File: src/rtl/bfx_pkg.sv
package bfx_pkg;
  localparam int unsigned FIELD_W   = 8;
  localparam int unsigned START_LSB = 0;
  localparam int unsigned LEN_LSB   = 8;
  localparam int unsigned NFLAGS    = 5;

  // bit order: of=4 sf=3 zf=2 pf=1 cf=0
  typedef struct packed {
    logic of_f;
    logic sf_f;
    logic zf_f;
    logic pf_f;
    logic cf_f;
  } flags_t;
endpackage

File: src/rtl/bfx_align.sv
module bfx_align #(
  parameter int unsigned XLEN   = 64,
  parameter int unsigned NARROW = 32,
  parameter int unsigned FW     = 8
) (
  input  logic              wide_i,
  input  logic [FW-1:0]     bound_i,
  input  logic [FW-1:0]     start_i,
  input  logic [XLEN-1:0]   src_i,
  output logic [XLEN-1:0]   shifted_o
);
  localparam int unsigned SH_W = $clog2(XLEN);
  localparam logic [XLEN-1:0] NARROW_MASK = {{(XLEN-NARROW){1'b0}}, {NARROW{1'b1}}};

  logic [XLEN-1:0] opnd;

  // narrow operands drop upper source bits before the shift
  assign opnd      = wide_i ? src_i : (src_i & NARROW_MASK);
  assign shifted_o = (start_i <= bound_i) ? (opnd >> start_i[SH_W-1:0]) : '0;
endmodule

File: src/rtl/bfx_trim.sv
module bfx_trim #(
  parameter int unsigned XLEN = 64,
  parameter int unsigned FW   = 8
) (
  input  logic [FW-1:0]   bound_i,
  input  logic [FW-1:0]   len_i,
  input  logic [XLEN-1:0] data_i,
  output logic [XLEN-1:0] data_o
);
  localparam int unsigned SH_W = $clog2(XLEN);

  logic [XLEN-1:0] clear_mask;

  // oversized length clears nothing; zero length clears all
  assign clear_mask = (len_i > bound_i) ? '0 : ({XLEN{1'b1}} << len_i[SH_W-1:0]);
  assign data_o     = data_i & ~clear_mask;
endmodule

File: src/rtl/bfx_flags.sv
module bfx_flags
  import bfx_pkg::*;
#(
  parameter int unsigned XLEN   = 64,
  parameter int unsigned NARROW = 32
) (
  input  logic            wide_i,
  input  logic [XLEN-1:0] res_i,
  output flags_t          flags_o
);
  always_comb begin
    flags_o      = '0;
    flags_o.zf_f = ~|res_i;
    flags_o.sf_f = wide_i ? res_i[XLEN-1] : res_i[NARROW-1];
    flags_o.pf_f = ~^res_i[7:0];
    flags_o.cf_f = 1'b0;
    flags_o.of_f = 1'b0;
  end
endmodule

File: src/rtl/bfx_unit.sv
module bfx_unit
  import bfx_pkg::*;
#(
  parameter int unsigned XLEN    = 64,
  parameter int unsigned NARROW  = 32,
  parameter int unsigned CTRL_W  = 32,
  parameter int unsigned OUT_REG = 1
) (
  input  logic              clk_i,
  input  logic              rst_ni,
  input  logic              valid_i,
  input  logic              wide_i,
  input  logic [XLEN-1:0]   src_i,
  input  logic [CTRL_W-1:0] ctrl_i,
  output logic              valid_o,
  output logic [XLEN-1:0]   result_o,
  output logic [NFLAGS-1:0] flags_o
);
  localparam int unsigned FW     = FIELD_W;
  localparam int unsigned CTRL_U = LEN_LSB + FW;

  logic [FW-1:0]   start_w, len_w, bound_w;
  logic [XLEN-1:0] shifted_w, res_d;
  flags_t          flags_d;

  assign start_w = ctrl_i[START_LSB +: FW];
  assign len_w   = ctrl_i[LEN_LSB +: FW];
  assign bound_w = wide_i ? FW'(XLEN-1) : FW'(NARROW-1);

  generate
    if (CTRL_W > CTRL_U) begin : g_ctrl_hi
      logic unused_ctrl_hi;
      assign unused_ctrl_hi = ^ctrl_i[CTRL_W-1:CTRL_U];
    end
  endgenerate

  bfx_align #(.XLEN(XLEN), .NARROW(NARROW), .FW(FW)) u_align (
    .wide_i   (wide_i),
    .bound_i  (bound_w),
    .start_i  (start_w),
    .src_i    (src_i),
    .shifted_o(shifted_w)
  );

  bfx_trim #(.XLEN(XLEN), .FW(FW)) u_trim (
    .bound_i(bound_w),
    .len_i  (len_w),
    .data_i (shifted_w),
    .data_o (res_d)
  );

  bfx_flags #(.XLEN(XLEN), .NARROW(NARROW)) u_flags (
    .wide_i (wide_i),
    .res_i  (res_d),
    .flags_o(flags_d)
  );

  generate
    if (OUT_REG != 0) begin : g_reg
      logic            valid_q;
      logic [XLEN-1:0] res_q;
      flags_t          flags_q;

      always_ff @(posedge clk_i or negedge rst_ni) begin
        if (!rst_ni) begin
          valid_q <= 1'b0;
          res_q   <= '0;
          flags_q <= '0;
        end else begin
          valid_q <= valid_i;
          if (valid_i) begin
            res_q   <= res_d;
            flags_q <= flags_d;
          end
        end
      end

      assign valid_o  = valid_q;
      assign result_o = res_q;
      assign flags_o  = flags_q;
    end else begin : g_comb
      logic unused_clk;
      assign unused_clk = clk_i ^ rst_ni;
      assign valid_o  = valid_i;
      assign result_o = res_d;
      assign flags_o  = flags_d;
    end
  endgenerate
endmodule

File: config.mk
export PLATFORM = sky130hd
export DESIGN_NAME = bfx_unit
export DESIGN_NICKNAME = d
export VERILOG_FILES = /design/src/rtl/bfx_pkg.sv /design/src/rtl/bfx_align.sv /design/src/rtl/bfx_trim.sv /design/src/rtl/bfx_flags.sv /design/src/rtl/bfx_unit.sv
export SDC_FILE = /design/constraint.sdc
export NUM_CORES = 1
export LEC_CHECK = 0
export BUFFER_PORTS_ARGS = -buffer_cell sky130_fd_sc_hd__buf_2
export CELL_PAD_IN_SITES_DETAIL_PLACEMENT = 0
export CELL_PAD_IN_SITES_GLOBAL_PLACEMENT = 1
export CORE_ASPECT_RATIO = 2
export CORE_MARGIN = 3
export CORE_UTILIZATION = 42
export DETAILED_ROUTE_END_ITERATION = 10
export GPL_TIMING_DRIVEN = 0
export PLACE_DENSITY = 0.85
export SLEW_MARGIN = 25
export SYNTH_ARGS = -nofsm -noshare
export SYNTH_HDL_FRONTEND = slang
export SYNTH_SLANG_ARGS = --single-unit
File: constraint.sdc
create_clock -name clk_i -period 1 [get_ports clk_i]
set_clock_uncertainty 0.05 [all_clocks]
set_input_delay 0.3 -clock clk_i [delete_from_list [all_inputs] [get_ports clk_i]]
set_output_delay 0.3 -clock clk_i [all_outputs]
set_load 0.01 [all_outputs]
[Yosys cells after proc, flatten, opt, wreduce, memory -nomap -nowiden]
Cells that the tools add are included.
Storage, ports and cells
  word-level logic and storage cells: 19
  flip-flop bits (word level): 68
Cells by class
  shift operators: 2
  magnitude comparators: 2
  mux-type cells: 5
  bitwise operators: 2
  reductions and logical operators: 3
Operator list (count)
  2-to-1 mux 64 bit: 3
  AND 64 bit: 1
  inverter 64 bit: 1
  OR reduction 64 bit: 1
  << shifter 64 x 6 -> 64 bit (first input constant): 1
  >> shifter 64 x 6 -> 64 bit: 1
  > comparator 8 x 6 -> 1 bit: 1
  less-or-equal comparator 8 x 6 -> 1 bit: 1
  XNOR reduction 8 bit: 1
  2-to-1 mux 6 bit: 1
  logical NOT 1 bit: 1
  2-to-1 mux 1 bit: 1

[Depth between registers and ports, before layout]
Gate-level depths: netlist (run 1).
  word-level depth: 7
  mapped depth: 19
  mapped depth without buffers: 16

[Modules after synthesis]
Synthesis (run 1) repeated with hierarchy kept, for this count alone.
Unflattened totals
  cell total of the unflattened synthesis: 1056
  area, all modules: 9120.0 sq um
By module, submodules not included
  bfx_align: cells each 687, times used 1, area an instance 4994.8 sq um
  bfx_unit: cells each 149, times used 1, area an instance 2636.3 sq um
  bfx_trim: cells each 180, times used 1, area an instance 1182.4 sq um
  bfx_flags: cells each 40, times used 1, area an instance 306.5 sq um

[Least setup slack after synthesis (run 1)]
OpenSTA, ideal clock, no wires.
  path kind: input-to-reg
  start: input wide_i
  end: register g_reg.flags_q, in the netlist flags_o[2]
  required time: 0.855 ns
  stages: 19
  setup time: 0.095 ns
  setup slack: -2.894 ns
  arrival: 3.749 ns
  cell sequence: clkbuf_1 clkbuf_1 inv_1 clkbuf_1 ha_1 nor3_1 a41o_1 buf_2 nand2_1 or3_1 o21ai_0 a211o_1 ha_1 nand2_1 nor4_1 nand4_1 nor4_1 nand4_1 o32ai_2
Between the ends
  cells in the longest elaborated chain, start to end: 7
Ends and longest elaborated chain
  start: declaration: RTL line bfx_unit.sv:12  | input logic wide_i,
  2-to-1 mux 6 bit: RTL line bfx_unit.sv:28  | assign bound_w = wide_i ? FW'(XLEN-1) : FW'(NARROW-1);
  > comparator 8 x 6 -> 1 bit: RTL line bfx_trim.sv:15  | assign clear_mask = (len_i > bound_i) ? '0 : ({XLEN{1'b1}} << len_i[SH_W-1:0]);
  2-to-1 mux 64 bit: RTL line bfx_trim.sv:15
  inverter 64 bit: RTL line bfx_trim.sv:16  | assign data_o = data_i & ~clear_mask;
  AND 64 bit (*): RTL line bfx_trim.sv:16
  OR reduction 64 bit (*): RTL line bfx_flags.sv:13  | flags_o.zf_f = ~|res_i;
  logical NOT 1 bit (*): RTL line bfx_flags.sv:13
  end signal: assignment: RTL line bfx_unit.sv:73  | flags_q <= flags_d;
  end: declaration: RTL line bfx_unit.sv:62  | flags_t flags_q;
Mark *: on every way between the ends. The rest lies on a longest branch, timed or not.
A chain may end at the register's enable or synchronous reset.

[Worst setup path in the final report (run 1)]
  start: input ctrl_i[0]
  end: register g_reg.flags_q, in the netlist flags_o[2]
Between the ends
  cells in the longest elaborated chain, start to end: 5
Ends and longest elaborated chain
  start: declaration: RTL line bfx_unit.sv:14  | input logic [CTRL_W-1:0] ctrl_i,
  >> shifter 64 x 6 -> 64 bit / less-or-equal comparator 8 x 6 -> 1 bit (equally long branches): RTL line bfx_align.sv:19  | assign shifted_o = (start_i <= bound_i) ? (opnd >> start_i[SH_W-1:0]) : '0;
  2-to-1 mux 64 bit (*): RTL line bfx_align.sv:19
  AND 64 bit (*): RTL line bfx_trim.sv:16
  OR reduction 64 bit (*): RTL line bfx_flags.sv:13
  logical NOT 1 bit (*): RTL line bfx_flags.sv:13
Marks and branches as above.

==> run summary, run 1 <==
status - complete, but fails checks
failing checks - negative setup slack
largest net degree at the start of global routing - 56
PortBufs - 146
multi-input logic area - 7390 µm²
worst reg-to-reg setup slack - -0.06 ns
Ant. Diodes - 0
Synth Area in Simple Gates - 17.3%
initial antenna violation count - 0
Final Hold Fails - 0
DR WL/cell - 32.2 µm
share of cells above drive strength 1 - 57.4%
Synth Area in Compound Gates - 23.8%
crit path DAT - 3.91 ns
Worst Slack Setup Final - -2.71 ns
Synth area leaders - dfrtp_1, mux4_2, mux2i_1
vias in the first global route - 10200
WHS - 0.0453 ns
mux contribution to synthesized area - 30.0%
Flop pwr share - 23.8%
Mean Syn Cell Area - 8.64 µm²
f_max - 269 MHz
NetSw - 4.88 mW
Comb pwr share - 49.5%
pre-CTS setup slack - -4.13 ns
Final min period - 3.71 ns
Filler Cells Inserted - 1389
clock transition at the registers of the reported paths - 0.06 ns
Max clock buf depth - 2
vias per inst - 6.79
clock network power share - 26.7%
Setup crit end - flags_o[2]
clk sink count - 68
via count - 10200
Total Wirelength - 48.6 mm
# IOs - 170
Final Cell Area - 13100 µm²
Starting Density - 43.3%
Reg area - 1700 µm²
cell taking the most area after synthesis - dfrtp_1
CTS tree - built
global-route wire length before repair - 67.5 mm
Peak VDD IR - 0.834 mV
H-tree depth - 3
Syn. warnings - 0
crit share post-route - 371%
Post-Syn Area - 8010 µm²
Setup violations, final - 135
met3 WL - 3.93 mm
fin. max-slew vios - 0
fin cells - 1506
adder-cell share of the synthesized area - 0.938%
Post-Syn Instances - 927
remaining antenna violation count - 0
core area - 18500 µm²
Placer Congestion - 1.06
Worst-Margin Slew - 1.03 ns
Tot GR Track Use - 43.9%
Post-synth EDFFs - 0
ys async rst share - 100%
synth-to-layout area growth - 63.2%
Yosys reg bits - 68
PD cells - 942 nW/µm²
Worst-Skew Late Latency - 0.34 ns
Final Util - 70.7%
Critical R2R Capture - result_o[17]
Die ar. - 20900 µm²
Static Leak - 5.49 nW
overflow left after global routing - 0
switching share of power - 39.7%
DP HPWL - 35.8 mm
CTS Buf Count - 9
worst path required time - 1.19 ns
Pint - 7.43 mW
critical path class - primary input to flop
Reg-to-Reg Start - result_o[17]
Worst setup EP type - flop
worst r2r path cells - 3
register area share after synthesis - 21.3%
Highest Signal Layer - met4
commonest non-fill, non-tap cell in the layout - buf_4
RSZ-0062 raised after global routing - yes
worst hold path type - primary input to flop
share of the synthesized area in the top cell type - 21.3%
most frequent cells in the layout - buf_4, buf_2, nand2_1
DRC viols - 0
clock tree root driver cell - clkbuf_16
Setup crit start - ctrl_i[0]
count of cell types in the netlist - 82
largest family of logic cells by synthesized area - multiplexers
headroom to the max-slew limit - 31.4%
crit start category - primary input
CP Max Fanout - 10
die height - 201 µm
most common flop cell mapped by yosys - dfrtp_1
Placed Cells - 1327
Synth Area in XOR/XNOR - 0.328%
placed instance area - 9690 µm²
final net count - 1355
Die Span X - 104 µm
maxcap violations - 0
FP Rows - 70
met2 wire len - 23.7 mm
initial DRC count - 829
Pre-Repair DR Iteration Count - 6
M1 WL - 14.3 mm
## kinds of logic after synthesis
logic type      count (synthesis)
compound gates                271
xor+xnor                        3
fa+ha+maj                       6
buf+inv                       116
flops                          68
mux                           169
other cells                     1
simple gates                  293
## registers in the layout, indices dropped and copies added, names as in the netlist
register and cells:
result_o 64, valid_o 1, flags_o 3
## what timing repair did
action,4_1_cts,5_1_grt
endpoints found under the setup margin,135,179
pin swaps,43,47
resized for setup,282,139
buffers inserted,88,75
endpoints found under the hold margin,13,0
hold buffers,1,0
cloned,1,1
## worst min-delay path by stage
stage	endpoint	startpoint	depth (start not counted)
after floorplan	flags_o[1]	rst_ni	0
after global placement	valid_o	valid_i	1
after detailed placement	result_o[48]	rst_ni	1
after CTS	valid_o	valid_i	1
after global routing	valid_o	valid_i	1
final	valid_o	valid_i	1
## power groups by stage
| stage | Clock, mW | Combinational (mW) | Sequential (mW) |
|---|---|---|---|
| 6_report | 3.29 | 6.09 | 2.93 |
| 5_1_grt | 3.39 | 6.24 | 2.94 |
| 4_1_cts | 3.23 | 5.25 | 2.92 |
| 2_1_floorplan | 0 | 2.61 | 3.02 |
| 3_5_place_dp | 0 | 4.31 | 2.97 |
| 3_3_place_gp | 0 | 4.29 | 2.96 |
## synthesized netlist by cell type, types with 7 or more instances
cell type,instances
a211oi_1,19
a21oi_1,51
a22oi_1,7
and2_1,12
and3_1,7
buf_1,13
buf_2,15
buf_4,7
clkbuf_1,49
dfrtp_1,68
inv_1,23
mux2_2,48
mux2i_1,69
mux4_2,49
nand2_1,107
nand2b_1,8
nand3_1,26
nand4_1,7
nor2_1,60
nor2b_1,9
nor3_1,25
nor4_1,8
o2111ai_1,9
o211ai_1,13
o21ai_0,63
o221ai_1,7
o22ai_1,12
## cell type report
class	count	area share (%)
multi-input combinational	744	56.6
timing repair buffer	310	17.5
sequential	68	13.0
buffer	88	7.25
tap	252	2.41
clock buffer	10	1.83
inverter	28	0.900
clock inverter	6	0.488
## metal layers
layer | vias to the layer above | GRT usage [%]
met1 | 4871 | 39.6
met4 | 0 | 45.4
met3 | 349 | 10.4
li1 | 4223 | -
met5 | - | 0
met2 | 776 | 76.8
## worst max-delay path: stages
cell	delay (ns)
buf_12	0.14
buf_12	0.14
buf_12	0.13
mux2_1	0.36
and3_4	0.25
a22oi_2	0.29
nor2_1	0.09
a21oi_2	0.24
a21oi_1	0.13
o211ai_1	0.16
ha_2	0.24
nand2_2	0.07
nor4_4	0.34
nand4_1	0.30
nor4_2	0.29
nand4_1	0.18
o32ai_2	0.24
## per-stage QoR
stage / power [mW] / setup TNS, ns
CTS: 11.4 / -106.22
global route: 12.6 / -117.80
detailed placement: 7.27 / -131.02
global placement: 7.25 / -175.32
floorplan: 5.63 / -78.28
finish: 12.3 / -114.38
(Power assumes the default switching activity.)
==> inputs of run 2 (changes only) <==
Settings changed: BUFFER_PORTS_ARGS -buffer_cell sky130_fd_sc_hd__buf_2 to unset, CORE_UTILIZATION 42 to 49, DONT_BUFFER_PORTS set to 1.
==> run 2 against run 1 <==
Synthesized cell count did not move. Area after synthesis did not move. The flow now stops in global routing.
==> run summary, run 2 <==
vias in the first global route - 11000
Die Span X - 96.4 µm (-7.0%)
most common flop cell mapped by yosys - dfrtp_1
count of cell types in the netlist - 82 (unchanged)
Tot GR Track Use - 54.5%
cell taking the most area after synthesis - dfrtp_1
FP Rows - 65 (-7.1%)
Post-Syn Instances - 927 (unchanged)
Mean Syn Cell Area - 8.64 µm² (unchanged)
overflow left after global routing - 1
count leader, synth - nand2_1
DP HPWL - 32.6 mm (-8.8%)
Post-Syn Area - 8010 µm² (unchanged)
clk sink count - 68 (unchanged)
Synth top cells by count - nand2_1, mux2i_1, dfrtp_1
pre-CTS setup slack - -4.06 ns (+0.0674 ns)
register area share after synthesis - 21.3% (unchanged)
Starting Density - 50.2% (+6.9 points)
Syn. warnings - 0 (unchanged)
Post-synth EDFFs - 0 (unchanged)
clock tree root driver cell - clkbuf_16
First Err - [ERROR GRT-0116] Global routing finished with congestion. Check the congestion regions in the DRC Viewer.
largest net degree at the start of global routing - 69
status - stopped before the end
Synth area leaders - dfrtp_1, mux4_2, mux2i_1
# IOs - 170 (unchanged)
Fail Step - global routing
ys async rst share - 100% (unchanged)
H-tree depth - 3 (unchanged)
die height - 187 µm (-7.2%)
Max clock buf depth - 2 (unchanged)
CTS Buf Count - 9 (unchanged)
Yosys reg bits - 68 (unchanged)
placed instance area - 8870 µm² (-8.5%)
share of the synthesized area in the top cell type - 21.3% (unchanged)
PortBufs - 0 (-100%)
global-route wire length before repair - 72.2 mm
Placer Congestion - 1.07 (+1.5%)
-- run 2: cell counts after synthesis --
Identical to the previous run, type by type.
-- run 2: logic make-up after synthesis --
group / after synthesis / share of synthesized area, %
adder cells (fa/ha/maj): 6 / 0.938
other: 1 / 0.0468
multiplexers: 169 / 30.0
buffers and inverters: 116 / 6.38
XOR/XNOR: 3 / 0.328
AO/OA/AOI/OAI: 271 / 23.8
AND/OR/NAND/NOR: 293 / 17.3
flip-flops: 68 / 21.3
-- run 2: layer usage --
metal  overflow  track usage [%]
met4          0             57.2
met2          1             79.0
met1          0             54.5
met3          0             22.8
met5          0            0.595
-- run 2: per-stage QoR --
step                      hold WS (ns)  setup TNS [ns]  instances
after CTS                       -0.396          -90.29       1254
after detailed placement       -0.0441         -118.22       1129
after global placement         -0.0443         -120.43       1129
after floorplan                -0.0456          -78.28        928
-- run 2: repair_timing --
action | in CTS
cloned | 3
setup buffers | 116
pin swaps | 49
endpoints found under the hold margin | 69
endpoints found under the setup margin | 135
gates resized for setup | 253
hold buffers | 1
==> inputs of run 3 (changes only) <==
Settings changed: CELL_PAD_IN_SITES_DETAIL_PLACEMENT 0 to unset, CELL_PAD_IN_SITES_GLOBAL_PLACEMENT 1 to unset, CORE_ASPECT_RATIO 2 to unset, CORE_UTILIZATION 49 to 35, PLACE_DENSITY 0.85 to unset, PLACE_DENSITY_LB_ADDON set to 0.15.
==> run 3 against run 2 <==
The flow now finishes, with violations (negative hold slack, negative setup slack).
==> run summary, run 3 (same netlist as run 1, synthesis figures left out) <==
Ant. Diodes - 0
Die Span X - 157 µm (+63%)
clk sink count - 68 (unchanged)
H-tree depth - 3 (unchanged)
final net count - 1188
Reg-to-Reg Start - result_o[15]
max reg flops - 64
largest net degree at the start of global routing - 69
overflow left after global routing - 0
DRC viols - 0
Worst-Margin Slew - 1.11 ns
Placer Congestion - 1.01 (-5.9%)
Final Hold Fails - 68
fin cells - 1367
DR WL/cell - 29.8 µm
crit path DAT - 3.78 ns
switching share of power - 36.7%
critical path's slowest cell - mux4_2
Comb pwr share - 46.0%
Final min period - 3.59 ns
crit start category - primary input
Worst setup EP type - flop
Die ar. - 24700 µm²
Final Cell Area - 12300 µm²
DP HPWL - 30.2 mm (-7.4%)
status - complete, but fails checks
WHS - -0.392 ns
# IOs - 170 (unchanged)
Pint - 7.61 mW
RSZ-0062 raised after global routing - yes
Worst Slack Setup Final - -2.59 ns
worst path required time - 1.19 ns
crit share post-route - 359%
worst hold path type - primary input to asynchronous set/reset pin
placed instance area - 8950 µm² (+0.99%)
fin. max-slew vios - 0
share of cells above drive strength 1 - 51.9%
Max clock buf depth - 2 (unchanged)
PortBufs - 0 (unchanged)
CTS Buf Count - 9 (unchanged)
die height - 157 µm (-16%)
vias in the first global route - 9262
most frequent cell on the critical path - nand4_1
Critical Path Max Stage Delay - 0.54 ns
Flop pwr share - 25.0%
Placed Cells - 1208 (+7.0%)
Static Leak - 4.69 nW
Peak VDD IR - 0.816 mV
total power draw - 12.0 mW
NetSw - 4.41 mW
headroom to the max-slew limit - 25.5%
failing checks - negative hold slack, negative setup slack
clock transition at the registers of the reported paths - 0.06 ns
CP Max Fanout - 6
Total Wirelength - 40.8 mm
global-route wire length before repair - 59.5 mm
Setup crit start - ctrl_i[0]
via count - 9409
Worst-Skew Late Latency - 0.33 ns
Tot GR Track Use - 32.0%
clock tree root driver cell - clkbuf_16
most frequent cells in the layout - nand2_1, buf_4, dfrtp_1
remaining antenna violation count - 0
FP Rows - 54 (-17%)
hold buffer count at cts - 1 (unchanged)
Pre-Repair DR Iteration Count - 6
maxcap violations - 0
clock network power share - 29.1%
commonest non-fill, non-tap cell in the layout - nand2_1
core area - 22200 µm²
PD cells - 978 nW/µm²
CTS tree - built
f_max - 279 MHz
initial DRC count - 1253
Setup violations, final - 135
Cell Chain, Critical Path - buf_12 > buf_4 > mux4_2 > mux2i_2 > o22a_2 > mux2_2 > a21oi_2 > o21ai_1 > ha_2 > nand3_2 > nor4_4 > nand4_1 > nor4_2 > nand4_1 > o32ai_2
critical path class - primary input to flop
vias per inst - 6.88
initial antenna violation count - 0
Starting Density - 36.1% (-14 points)
synth-to-layout area growth - 53.5%
run 3: critical path: cells and delay by family:
family | cells | cell delay [ns]
AOI/OAI and AO/OA | 4 | 0.76
adders and majority gates | 1 | 0.22
buffers and inverters | 2 | 0.21
muxes | 3 | 1.05
and+or+nand+nor | 5 | 1.23
run 3: power by group through the flow:
| stage | combinational (mW) | sequential, mW | clock [mW] |
|---|---|---|---|
| after CTS | 4.76 | 3.01 | 3.56 |
| final | 5.52 | 3.00 | 3.49 |
| after global routing | 5.71 | 3.02 | 3.68 |
| after global placement | 3.70 | 3.05 | 0 |
| after detailed placement | 3.67 | 3.06 | 0 |
| after floorplan | 2.61 | 3.02 | 0 |
run 3: routing by layer:
layer / part of all wire [%] / track usage, % / routed length, µm
met5: 0 / 0 / 0
met4: 5.4 / 12.8 / 2200
met3: 12 / 9.16 / 4900
met2: 44 / 48.4 / 17800
met1: 39 / 43.3 / 15900
run 3: final timing paths:
kind / end / slack [ns] / cells after the start
worst max-delay path: flags_o[2] / -2.59 / 15
worst min-delay path: result_o[29] / -0.39 / 0
min in group clk_i: result_o[42] / 0.45 / 5
worst min register to register: result_o[5] / 0.51 / 2
worst max register to register: result_o[15] / 0.12 / 1
max in group asynchronous: result_o[53] / 1.18 / 0
run 3: metrics by stage:
step	util [%]	setup WS, ns	hold WS, ns	setup TNS [ns]
floorplan	-	-2.12	-0.0456	-78.28
global placement	40.4	-3.69	-0.0440	-117.78
detailed placement	40.4	-3.71	-0.0441	-117.11
CTS	50.9	-2.52	-0.403	-88.49
global route	55.5	-2.64	-0.410	-96.85
finish	55.5	-2.59	-0.392	-92.28
run 3: cell type report:
| type | count | area [µm²] |
|---|---|---|
| clock inverters | 5 | 85.1 |
| multi-input cells | 744 | 7500 |
| well taps | 280 | 350 |
| fillers | 1960 | 9870 |
| repair buffers | 145 | 1430 |
| clock buffers | 11 | 243 |
| plain buffers | 86 | 855 |
| flip-flops and latches | 68 | 1700 |
| inverters | 28 | 130 |
run 3: what timing repair did:
item | in CTS | in global routing
cloned | 1 | 0
resized for setup | 278 | 158
buffers inserted | 113 | 47
setup endpoints to repair | 135 | 135
endpoints found under the hold margin | 69 | 68
pin swaps | 52 | 51
